$ cat config.mk
export PLATFORM = sky130hd
export DESIGN_NAME = simsamp_seq
export DESIGN_NICKNAME = d
export VERILOG_FILES = /design/src/rtl/sseq_pkg.sv /design/src/rtl/sseq_strobe.sv /design/src/rtl/sseq_engine.sv /design/src/rtl/sseq_rbuf.sv /design/src/rtl/simsamp_seq.sv
export SDC_FILE = /design/constraint.sdc
export NUM_CORES = 1
export LEC_CHECK = 0
export CAP_MARGIN = 20
export CELL_PAD_IN_SITES_DETAIL_PLACEMENT = 1
export CELL_PAD_IN_SITES_GLOBAL_PLACEMENT = 1
export CORE_MARGIN = 2
export CORE_UTILIZATION = 49
export CTS_CLUSTER_DIAMETER = 50
export DETAILED_ROUTE_END_ITERATION = 8
export PLACE_DENSITY = 0.83
export SETUP_SLACK_MARGIN = 0.15
export SLEW_MARGIN = 20
export SYNTH_ARGS = -nofsm -noshare
export SYNTH_HDL_FRONTEND = slang
export SYNTH_HIERARCHICAL = 1
export SYNTH_SLANG_ARGS = --single-unit
$ cat constraint.sdc
create_clock -name clk -period 3.5 [get_ports clk]
set_input_delay 0.35 -clock clk [delete_from_list [all_inputs] [get_ports clk]]
set_output_delay 0.35 -clock clk [all_outputs]
set_load 0.005 [all_outputs]
$ cat src/rtl/sseq_pkg.sv
package sseq_pkg;

  // Where the active channel mask comes from.
  typedef enum logic {
    SRC_PINS = 1'b0,
    SRC_HOST = 1'b1
  } mask_src_e;

endpackage

$ cat src/rtl/sseq_strobe.sv
// Registers a vector of strobes and flags rising edges.
module sseq_strobe #(
  parameter int            W       = 1,
  parameter logic [W-1:0]  RST_VAL = '0
) (
  input  logic         clk,
  input  logic         rst_n,
  input  logic [W-1:0] sig_i,
  output logic [W-1:0] rise_o
);

  logic [W-1:0] prev_q, prev_d;

  always_comb begin
    prev_d = sig_i;
  end

  always_ff @(posedge clk or negedge rst_n) begin
    if (!rst_n) prev_q <= RST_VAL;
    else        prev_q <= prev_d;
  end

  assign rise_o = sig_i & ~prev_q;

endmodule

$ cat src/rtl/sseq_engine.sv
// Steps through the enabled channels, lowest first, one per CONV_CYCLES.
module sseq_engine #(
  parameter int  NCH         = 4,
  parameter int  DW          = 12,
  parameter int  CONV_CYCLES = 5,
  localparam int IW          = (NCH > 1) ? $clog2(NCH) : 1
) (
  input  logic              clk,
  input  logic              rst_n,
  input  logic              start_req,
  input  logic [NCH-1:0]    mask_in,
  input  logic [NCH*DW-1:0] samp_in,
  output logic              busy_o,
  output logic              eoc_o,
  output logic              start_o,
  output logic              fin_o,
  output logic              fin_last_o,
  output logic [IW-1:0]     fin_idx_o,
  output logic [DW-1:0]     fin_data_o
);

  localparam int            CW    = (CONV_CYCLES > 1) ? $clog2(CONV_CYCLES) : 1;
  localparam logic [CW-1:0] CLAST = CW'(CONV_CYCLES - 1);

  logic              busy_q, busy_d;
  logic              eoc_q, eoc_d;
  logic [NCH-1:0]    pend_q, pend_d, cur_oh, pend_left;
  logic [CW-1:0]     cnt_q, cnt_d;
  logic [NCH*DW-1:0] hold_q, hold_d;
  logic [IW-1:0]     done_q, done_d, cur_idx;
  logic              start, fin;

  // Lowest pending channel; the downward loop lets the smallest index win.
  always_comb begin
    cur_idx = '0;
    cur_oh  = '0;
    for (int i = NCH - 1; i >= 0; i--) begin
      if (pend_q[i]) begin
        cur_idx   = IW'(i);
        cur_oh    = '0;
        cur_oh[i] = 1'b1;
      end
    end
  end

  assign pend_left = pend_q & ~cur_oh;
  assign start     = start_req && !busy_q && (|mask_in);
  assign fin       = busy_q && (cnt_q == CLAST);

  always_comb begin
    busy_d = busy_q;
    pend_d = pend_q;
    cnt_d  = cnt_q;
    hold_d = hold_q;
    done_d = done_q;
    eoc_d  = fin;
    if (start) begin
      busy_d = 1'b1;
      pend_d = mask_in;
      cnt_d  = '0;
      hold_d = samp_in;
      done_d = '0;
    end else if (fin) begin
      pend_d = pend_left;
      busy_d = |pend_left;
      cnt_d  = '0;
      done_d = done_q + IW'(1);
    end else if (busy_q) begin
      cnt_d  = cnt_q + CW'(1);
    end
  end

  always_ff @(posedge clk or negedge rst_n) begin
    if (!rst_n) begin
      busy_q <= 1'b0;
      eoc_q  <= 1'b0;
      pend_q <= '0;
      cnt_q  <= '0;
      hold_q <= '0;
      done_q <= '0;
    end else begin
      busy_q <= busy_d;
      eoc_q  <= eoc_d;
      pend_q <= pend_d;
      cnt_q  <= cnt_d;
      hold_q <= hold_d;
      done_q <= done_d;
    end
  end

  assign busy_o     = busy_q;
  assign eoc_o      = eoc_q;
  assign start_o    = start;
  assign fin_o      = fin;
  assign fin_last_o = ~|pend_left;
  assign fin_idx_o  = done_q;
  assign fin_data_o = hold_q[int'(cur_idx)*DW +: DW];

endmodule

$ cat src/rtl/sseq_rbuf.sv
// Result slots in conversion order plus the self-wrapping read pointer.
module sseq_rbuf #(
  parameter int  NCH = 4,
  parameter int  DW  = 12,
  localparam int IW  = (NCH > 1) ? $clog2(NCH) : 1
) (
  input  logic          clk,
  input  logic          rst_n,
  input  logic          start_i,
  input  logic          fin_i,
  input  logic          fin_last_i,
  input  logic [IW-1:0] fin_idx_i,
  input  logic [DW-1:0] fin_data_i,
  input  logic          busy_i,
  input  logic          rd_adv_i,
  output logic          ptr_first_o,
  output logic [DW-1:0] rd_data_o
);

  localparam int NW = $clog2(NCH + 1);

  logic [IW-1:0] ptr_q, ptr_d;
  logic [NW-1:0] nres_q, nres_d;
  logic [DW-1:0] slot_q [NCH];
  logic          at_last;

  for (genvar g = 0; g < NCH; g++) begin : g_slot
    always_ff @(posedge clk or negedge rst_n) begin
      if (!rst_n)                                 slot_q[g] <= '0;
      else if (fin_i && (fin_idx_i == IW'(g)))    slot_q[g] <= fin_data_i;
    end
  end

  assign at_last = (NW'(ptr_q) == (nres_q - NW'(1)));

  always_comb begin
    ptr_d  = ptr_q;
    nres_d = nres_q;
    if (start_i) begin
      ptr_d  = '0;
      nres_d = '0;
    end else if (fin_i) begin
      nres_d = NW'(fin_idx_i) + NW'(1);
      ptr_d  = fin_last_i ? '0 : fin_idx_i;
    end else if (rd_adv_i && !busy_i && (nres_q != '0)) begin
      ptr_d  = at_last ? '0 : ptr_q + IW'(1);
    end
  end

  always_ff @(posedge clk or negedge rst_n) begin
    if (!rst_n) begin
      ptr_q  <= '0;
      nres_q <= '0;
    end else begin
      ptr_q  <= ptr_d;
      nres_q <= nres_d;
    end
  end

  assign ptr_first_o = (ptr_q == '0);
  assign rd_data_o   = slot_q[ptr_q];

endmodule

$ cat src/rtl/simsamp_seq.sv
module simsamp_seq
  import sseq_pkg::*;
#(
  parameter int NCH         = 4,
  parameter int DW          = 12,
  parameter int CONV_CYCLES = 5
) (
  input  logic              clk,
  input  logic              rst_n,
  input  logic              cs_n,
  input  logic              rd_n,
  input  logic              wr_n,
  input  logic              conv_start,
  input  logic              stby_n,
  input  logic              sel_mode,
  input  logic [NCH-1:0]    sel_pins,
  input  logic [NCH-1:0]    host_din,
  input  logic [NCH*DW-1:0] sample_in,
  output logic [DW-1:0]     host_dout,
  output logic              dout_oe,
  output logic              busy,
  output logic              eoc,
  output logic              first_flag
);

  localparam int IW = (NCH > 1) ? $clog2(NCH) : 1;

  logic [2:0]     rise;
  logic [NCH-1:0] soft_q, soft_d, mask;
  logic           conv_rise, rd_adv, wr_hit;
  logic           start, fin, fin_last;
  logic [IW-1:0]  fin_idx;
  logic [DW-1:0]  fin_data, rd_data;

  // {convert-start, read, write}; the strobes idle high, convert-start low.
  sseq_strobe #(.W(3), .RST_VAL(3'b011)) strobe_i (
    .clk    (clk),
    .rst_n  (rst_n),
    .sig_i  ({conv_start, rd_n, wr_n}),
    .rise_o (rise)
  );

  assign conv_rise = rise[2];
  assign rd_adv    = rise[1] & ~cs_n;
  assign wr_hit    = rise[0] & ~cs_n;

  always_comb begin
    soft_d = soft_q;
    if (wr_hit) soft_d = host_din;
  end

  always_ff @(posedge clk or negedge rst_n) begin
    if (!rst_n) soft_q <= '1;
    else        soft_q <= soft_d;
  end

  assign mask = (mask_src_e'(sel_mode) == SRC_HOST) ? soft_q : sel_pins;

  sseq_engine #(.NCH(NCH), .DW(DW), .CONV_CYCLES(CONV_CYCLES)) engine_i (
    .clk        (clk),
    .rst_n      (rst_n),
    .start_req  (conv_rise & stby_n),
    .mask_in    (mask),
    .samp_in    (sample_in),
    .busy_o     (busy),
    .eoc_o      (eoc),
    .start_o    (start),
    .fin_o      (fin),
    .fin_last_o (fin_last),
    .fin_idx_o  (fin_idx),
    .fin_data_o (fin_data)
  );

  sseq_rbuf #(.NCH(NCH), .DW(DW)) rbuf_i (
    .clk         (clk),
    .rst_n       (rst_n),
    .start_i     (start),
    .fin_i       (fin),
    .fin_last_i  (fin_last),
    .fin_idx_i   (fin_idx),
    .fin_data_i  (fin_data),
    .busy_i      (busy),
    .rd_adv_i    (rd_adv),
    .ptr_first_o (first_flag),
    .rd_data_o   (rd_data)
  );

  assign dout_oe   = ~cs_n & ~rd_n;
  assign host_dout = dout_oe ? rd_data : '0;

endmodule

======== After elaboration in Yosys (flattened, before gate mapping) ========
Cells that the tools add are included.
cells by class
  muxes and demuxes ....................... 29
  bitwise operators ....................... 11
  equal/unequal tests ..................... 5
  add/subtract/negate cells ............... 5
  multiply operators ...................... 1
  shift-type cells ........................ 1
  magnitude comparators ................... 1
  reductions and logical operators ........ 18
operators with widths
  operator                                                   count
  indexed part select 48 x 32 -> 12 bit                      1
  2-to-1 mux 12 bit                                          3
  2-to-1 mux 4 bit                                           7
  binary-select mux 12 bit (select 2 bit)                    1
  2-to-1 mux 2 bit                                           11
  2-to-1 mux 3 bit                                           5
  logical AND 1 bit                                          9
  nonzero test 3 bit                                         3
  OR reduction 4 bit                                         2
  adder 2 x 1 -> 2 bit (second input constant)               2
  AND 1 bit                                                  4
  AND 4 bit                                                  1
  equality test 2 bit (second input constant)                2
  zero test 2 bit                                            2
  multiplier 2 x 2 -> 4 bit (second input constant)          1
  NOT 4 bit                                                  1
  adder 2 x 1 -> 3 bit (second input constant)               1
  adder 3 x 1 -> 3 bit (second input constant)               1
  AND 3 bit                                                  1
  equality test 2 x 3 -> 1 bit                               1
  equality test 3 bit (second input constant)                1
  greater-or-equal comparator 3 bit (second input constant)  1
  NOT 2 -> 3 bit                                             1
  NOT 3 bit                                                  1
  6 further kinds                                            8
word-level totals
  input bits .............................. 64
  output and inout port bits .............. 16
  register bits after elaboration ......... 119

======== Logic depth before layout (Yosys ltp) ========
  word-level depth ........................ 10
  gate-level depth with buffers ........... 9

======== By module ========
The synthesis kept the hierarchy.
by module, submodules not included
  module       seq. area each (µm²)  area an instance (µm²)  cells an instance  times used
  sseq_engine  1476.4                2952.8                  222                1
  sseq_rbuf    1326.3                2482.4                  162                1
  simsamp_seq  105.1                 331.6                   29                 1
  sseq_strobe  77.6                  118.9                   6                  1

======== Least setup slack after synthesis ========
OpenSTA, ideal clock, no wires.
  path kind ............................... input-to-reg
  start point ............................. input sel_mode
  end point ............................... register rbuf_i.ptr_q[0]
  path slack .............................. 1471 ps
  data required time ...................... 3406 ps
  stages on the path ...................... 7
  arrival ................................. 1936 ps
  setup time .............................. 94 ps
  cells stage by stage .................... mux2_2 o41ai_4 inv_4 buf_6 a211oi_4 nor3_1 a211oi_1
between the ends
  cells in the longest elaborated chain, start to end .. 4
ends and longest elaborated chain
  what                                                                     line               text
  from (decl)                                                              simsamp_seq.sv:15  input logic sel_mode,
  2-to-1 mux 4 bit *                                                       simsamp_seq.sv:57  assign mask = (mask_src_e'(sel_mode) == SRC_HOST) ? soft_q : sel_pins;
  OR reduction 4 bit *                                                     sseq_engine.sv:47  assign start = start_req && !busy_q && (|mask_in);
  logical AND 1 bit *                                                      sseq_engine.sv:47
  named net start                                                          simsamp_seq.sv:31  logic start, fin, fin_last;
  nonzero test 3 bit (no source line) or 2-to-1 mux 2 bit (tied branches)  n/a
  to (signal assigned)                                                     sseq_rbuf.sv:55    ptr_q <= ptr_d;
  to (decl)                                                                sseq_rbuf.sv:22    logic [IW-1:0] ptr_q, ptr_d;
Mark *: on every way through the listed nets, which the timed path passes. The rest lies on a longest branch.
A chain may end at the register's enable or synchronous reset.

======== Worst setup path in the final report ========
  start point ............................. register rbuf_i.ptr_q[1]
  end point ............................... output host_dout[10]
between the ends
  cells in the longest elaborated chain, start to end .. 5
ends and longest elaborated chain
  what                                                  line               text
  NOT 2 -> 3 bit (not written as such)                  sseq_rbuf.sv:61    assign rd_data_o = slot_q[ptr_q];
  binary-select mux 12 bit (select 2 bit)               sseq_rbuf.sv:61
  2-to-1 mux 12 bit (not written as such) (2 in a row)  sseq_rbuf.sv:61
  named net rd_data[10]                                 simsamp_seq.sv:33  logic [DW-1:0] fin_data, rd_data;
  2-to-1 mux 12 bit                                     simsamp_seq.sv:89  assign host_dout = dout_oe ? rd_data : '0;
  to (decl)                                             simsamp_seq.sv:19  output logic [DW-1:0] host_dout,
The timed path passes the listed nets, and every way through them passes these cells. The select of a mux whose other input is x is not followed.

==> flow_metrics.py <==
metrics = {
    "grt": {
        "grt_overflow": 0,
        "antenna_found_initial": 0,
        "grt_max_degree": 63,
        "groute.usage.overall_pct": 24.8,
        "grt_pass1_vias": 4310,
        "grt_pass1_wl_um": 24200,
    },
    "job": {
        "drv_cap": 0,
    },
    "synthesis": {
        "postSynthCellCount": 419,
        "synth-seq-cells": 119,
        "synthesis.area_um2": 5890,
        "ys_warn_count": 6,
        "synth_flop_cell": "dfrtp_1",
        "synth-async-reset-ratio_pct": 100,
        "syn-num-nets": 492,
        "avgSynthCellArea_um2": 14.0,
        "ys_types": 44,
        "ys_seq_area_share_pct": 50.7,
        "synth_edf_count": 0,
    },
    "cts": {
        "clkLatencyLatePin_ns": 0.41,
        "clk_pin_slew_ns": 0.06,
        "cts_max_path_buffers": 2,
        "post_cts_buffers": 0,
        "cts_buffers": 17,
        "root_buffer": "clkbuf_16",
        "clock-sinks": 119,
        "postCtsHoldBufs": 0,
        "post_cts_resized": 0,
        "cts_tree": "done",
        "htreeDepth": 4,
    },
    "routing": {
        "wl_um": 14800,
        "vias_per_cell": 5.71,
        "route.detailed.drc": 0,
        "dr.pass1.iters": 5,
        "post_drt_wl_per_cell_um": 22.6,
        "via_count": 3740,
        "drtIter0Drc": 138,
        "ant_nets": 0,
    },
    "power_and_ir_drop": {
        "ir_drop_v": 0.000400,
        "power.density_nw_per_um2": 904,
        "pwr-share-comb_pct": 35.3,
        "p_seq_share_pct": 38.8,
        "switching_share_pct": 34.2,
        "switchingPower_mw": 2.26,
        "p_leak_nw": 3.22,
        "power.share.clock_pct": 25.9,
        "power_mw": 6.61,
        "p_int_mw": 4.35,
    },
    "placed_design": {
        "place.gp.congestion": 0.715,
        "dpl_cell_area_um2": 6740,
        "dp_hpwl_um": 9560,
        "numPlacedInstances": 623,
        "port_buffers": 79,
    },
    "sta": {
        "rsz0062_at_grt": "no",
        "clock_skew_ns": 0.00664,
        "maxSlewHeadroom_pct": 35.2,
        "fin_crit_ns": 2.61,
        "worst_pin_slew_ns": 0.972,
        "clock.fmax_mhz": 383,
        "tns_ns": 0,
        "hold_viol_final": 1,
        "slew_viol_final": 0,
        "setup_viol": 0,
        "whs_ns": -0.000181,
        "period_share_pct": 74.5,
    },
    "worst_setup_path": {
        "crit_required_ns": 3.15,
        "setup.worst_path.end_class": "output port",
        "endpoint": "host_dout[10]",
        "crit_type": "reg -> out",
        "arrival_ns": 2.26,
        "worstSetupStartpoint": "rbuf_i/ptr_q[1]",
        "reg2regPathDepth": 6,
        "r2r-end": "rbuf_i/slot_q[21]",
        "reg2reg_slack_ns": 0.93,
        "rr_startpoint": "engine_i/cnt_q[0]",
        "startpoint_type": "flip-flop",
        "crit_path_max_fanout": 15,
    },
    "floorplanning": {
        "die_h_um": 114,
        "initial_core_util_pct": 49.6,
        "core_area_um2": 11900,
        "die-area_um2": 12900,
        "die-width_um": 114,
        "io_pins": 80,
        "core.rowCount": 40,
    },
    "min_path": {
        "hp-class": "in -> async",
    },
    "status": {
        "status": "finished with violations",
        "violations": "hold timing",
    },
    "final_layout": {
        "fin_cells": 655,
        "nets": 568,
        "regArea_um2": 2990,
        "drive_above_1_share_pct": 33.5,
        "syn2layout_area_growth_pct": 24.4,
        "design_area_um2": 7320,
        "diodes": 0,
        "n_fill_cell": 1115,
        "multi_input_area_um2": 2680,
    },
}
-- synthesized netlist by cell type, types with 6 or more instances --
master,instances,share of area (%)
dfrtp_1,113,48
inv_1,10,0.64
nor2_1,8,0.51
a21oi_1,17,1.4
mux2_4,47,12
o21a_1,12,1.5
o31ai_1,12,1.5
dfstp_2,6,2.7
buf_2,6,0.51
ha_1,9,1.9
mux4_2,12,4.6
nor2b_1,12,1.3
mux2_2,57,11
nand2_1,7,0.45
and2_1,13,1.4
nor3b_1,13,1.7
clkbuf_1,10,0.64
buf_6,8,1.5
-- worst max-delay path, cell delays in order, from the launching register on --
cell and delay, ns:
dfrtp_1 0.81, mux4_2 0.44, and2_1 0.16, clkdlybuf4s50_1 0.44
-- cell families after synthesis --
group	after synthesis	synth area share (%)
AOI/OAI and AO/OA	56	6.99
xor gates and xnor gates	4	0.595
adders and majority gates	9	1.91
buffers and inverters	37	3.68
DFF	119	50.7
muxes	117	27.7
and+or+nand+nor	77	8.44
-- how the worst min path moves through the flow --
stage	startpoint	endpoint	slack (ns)
6_report	rst_n	strobe_i/prev_q[2]	-0.0002
5_1_grt	rst_n	strobe_i/prev_q[2]	0.04
3_5_place_dp	rst_n	strobe_i/prev_q[2]	0.47
3_3_place_gp	rst_n	strobe_i/prev_q[2]	0.44
2_1_floorplan	rst_n	engine_i/busy_o	0.05
4_1_cts	rst_n	strobe_i/prev_q[2]	0.04
-- power by group through the flow --
stage	registers [mW]	clock network [mW]	logic, mW
after global routing	2.65	1.82	2.52
after global placement	2.47	0	2.10
after detailed placement	2.54	0	2.25
after CTS	2.57	1.74	2.35
final	2.57	1.71	2.34
after floorplan	2.24	0	1.82
-- final cells by class --
cell class	instances	share of cell area, %
sequential	119	40.8
timing repair buffer	83	11.5
clock buffer	18	5.86
clock inverter	14	2.07
inverter	11	0.598
tap	147	2.51
multi-input combinational	263	36.7
-- cell usage in the layout (no fill, tap or decap), types with 4 or more instances in the layout --
cell type	Yosys	final
a21oi_1	17	17
and2_1	13	13
clkbuf_16	0	17
clkdlybuf4s50_1	0	78
clkinv_4	0	5
dfrtp_1	113	113
dfstp_2	6	6
ha_1	9	9
inv_1	10	10
mux2_2	57	57
mux2_4	47	47
mux4_2	12	12
nand2_1	7	7
nand2b_1	4	4
nor2_1	8	8
nor2b_1	12	12
nor2b_4	4	4
nor3b_1	13	13
o21a_1	12	12
o21ai_0	4	4
o31ai_1	12	12
-- metrics by stage --
stage	util [%]	hold slack, ns	worst slack, ns
detailed placement	56.8	0.472	0.607
floorplan	-	0.0544	1.47
global placement	56.8	0.441	0.739
global route	61.7	0.0439	0.815
finish	61.7	-0.000181	0.892
CTS	61.7	0.0406	0.852
-- layer usage --
metal / GRT usage [%] / vias up / wire, um
li1: - / 1657 / -
met3: 5.10 / 21 / 439
met4: 7.80 / 0 / 253
met1: 30.8 / 1970 / 6250
met2: 43.7 / 92 / 7870
met5: 0 / - / 0
-- state kept, by name, indices dropped and copies added, names as in the netlist --
signal	cells
engine_i/busy_o	1
engine_i/cnt_q	3
engine_i/eoc_o	1
engine_i/fin_idx_o	2
engine_i/hold_q	48
engine_i/pend_q	4
rbuf_i/nres_q	3
rbuf_i/ptr_q	2
rbuf_i/slot_q	48
soft_q	4
strobe_i/prev_q	3
(Power assumes the default switching activity.)
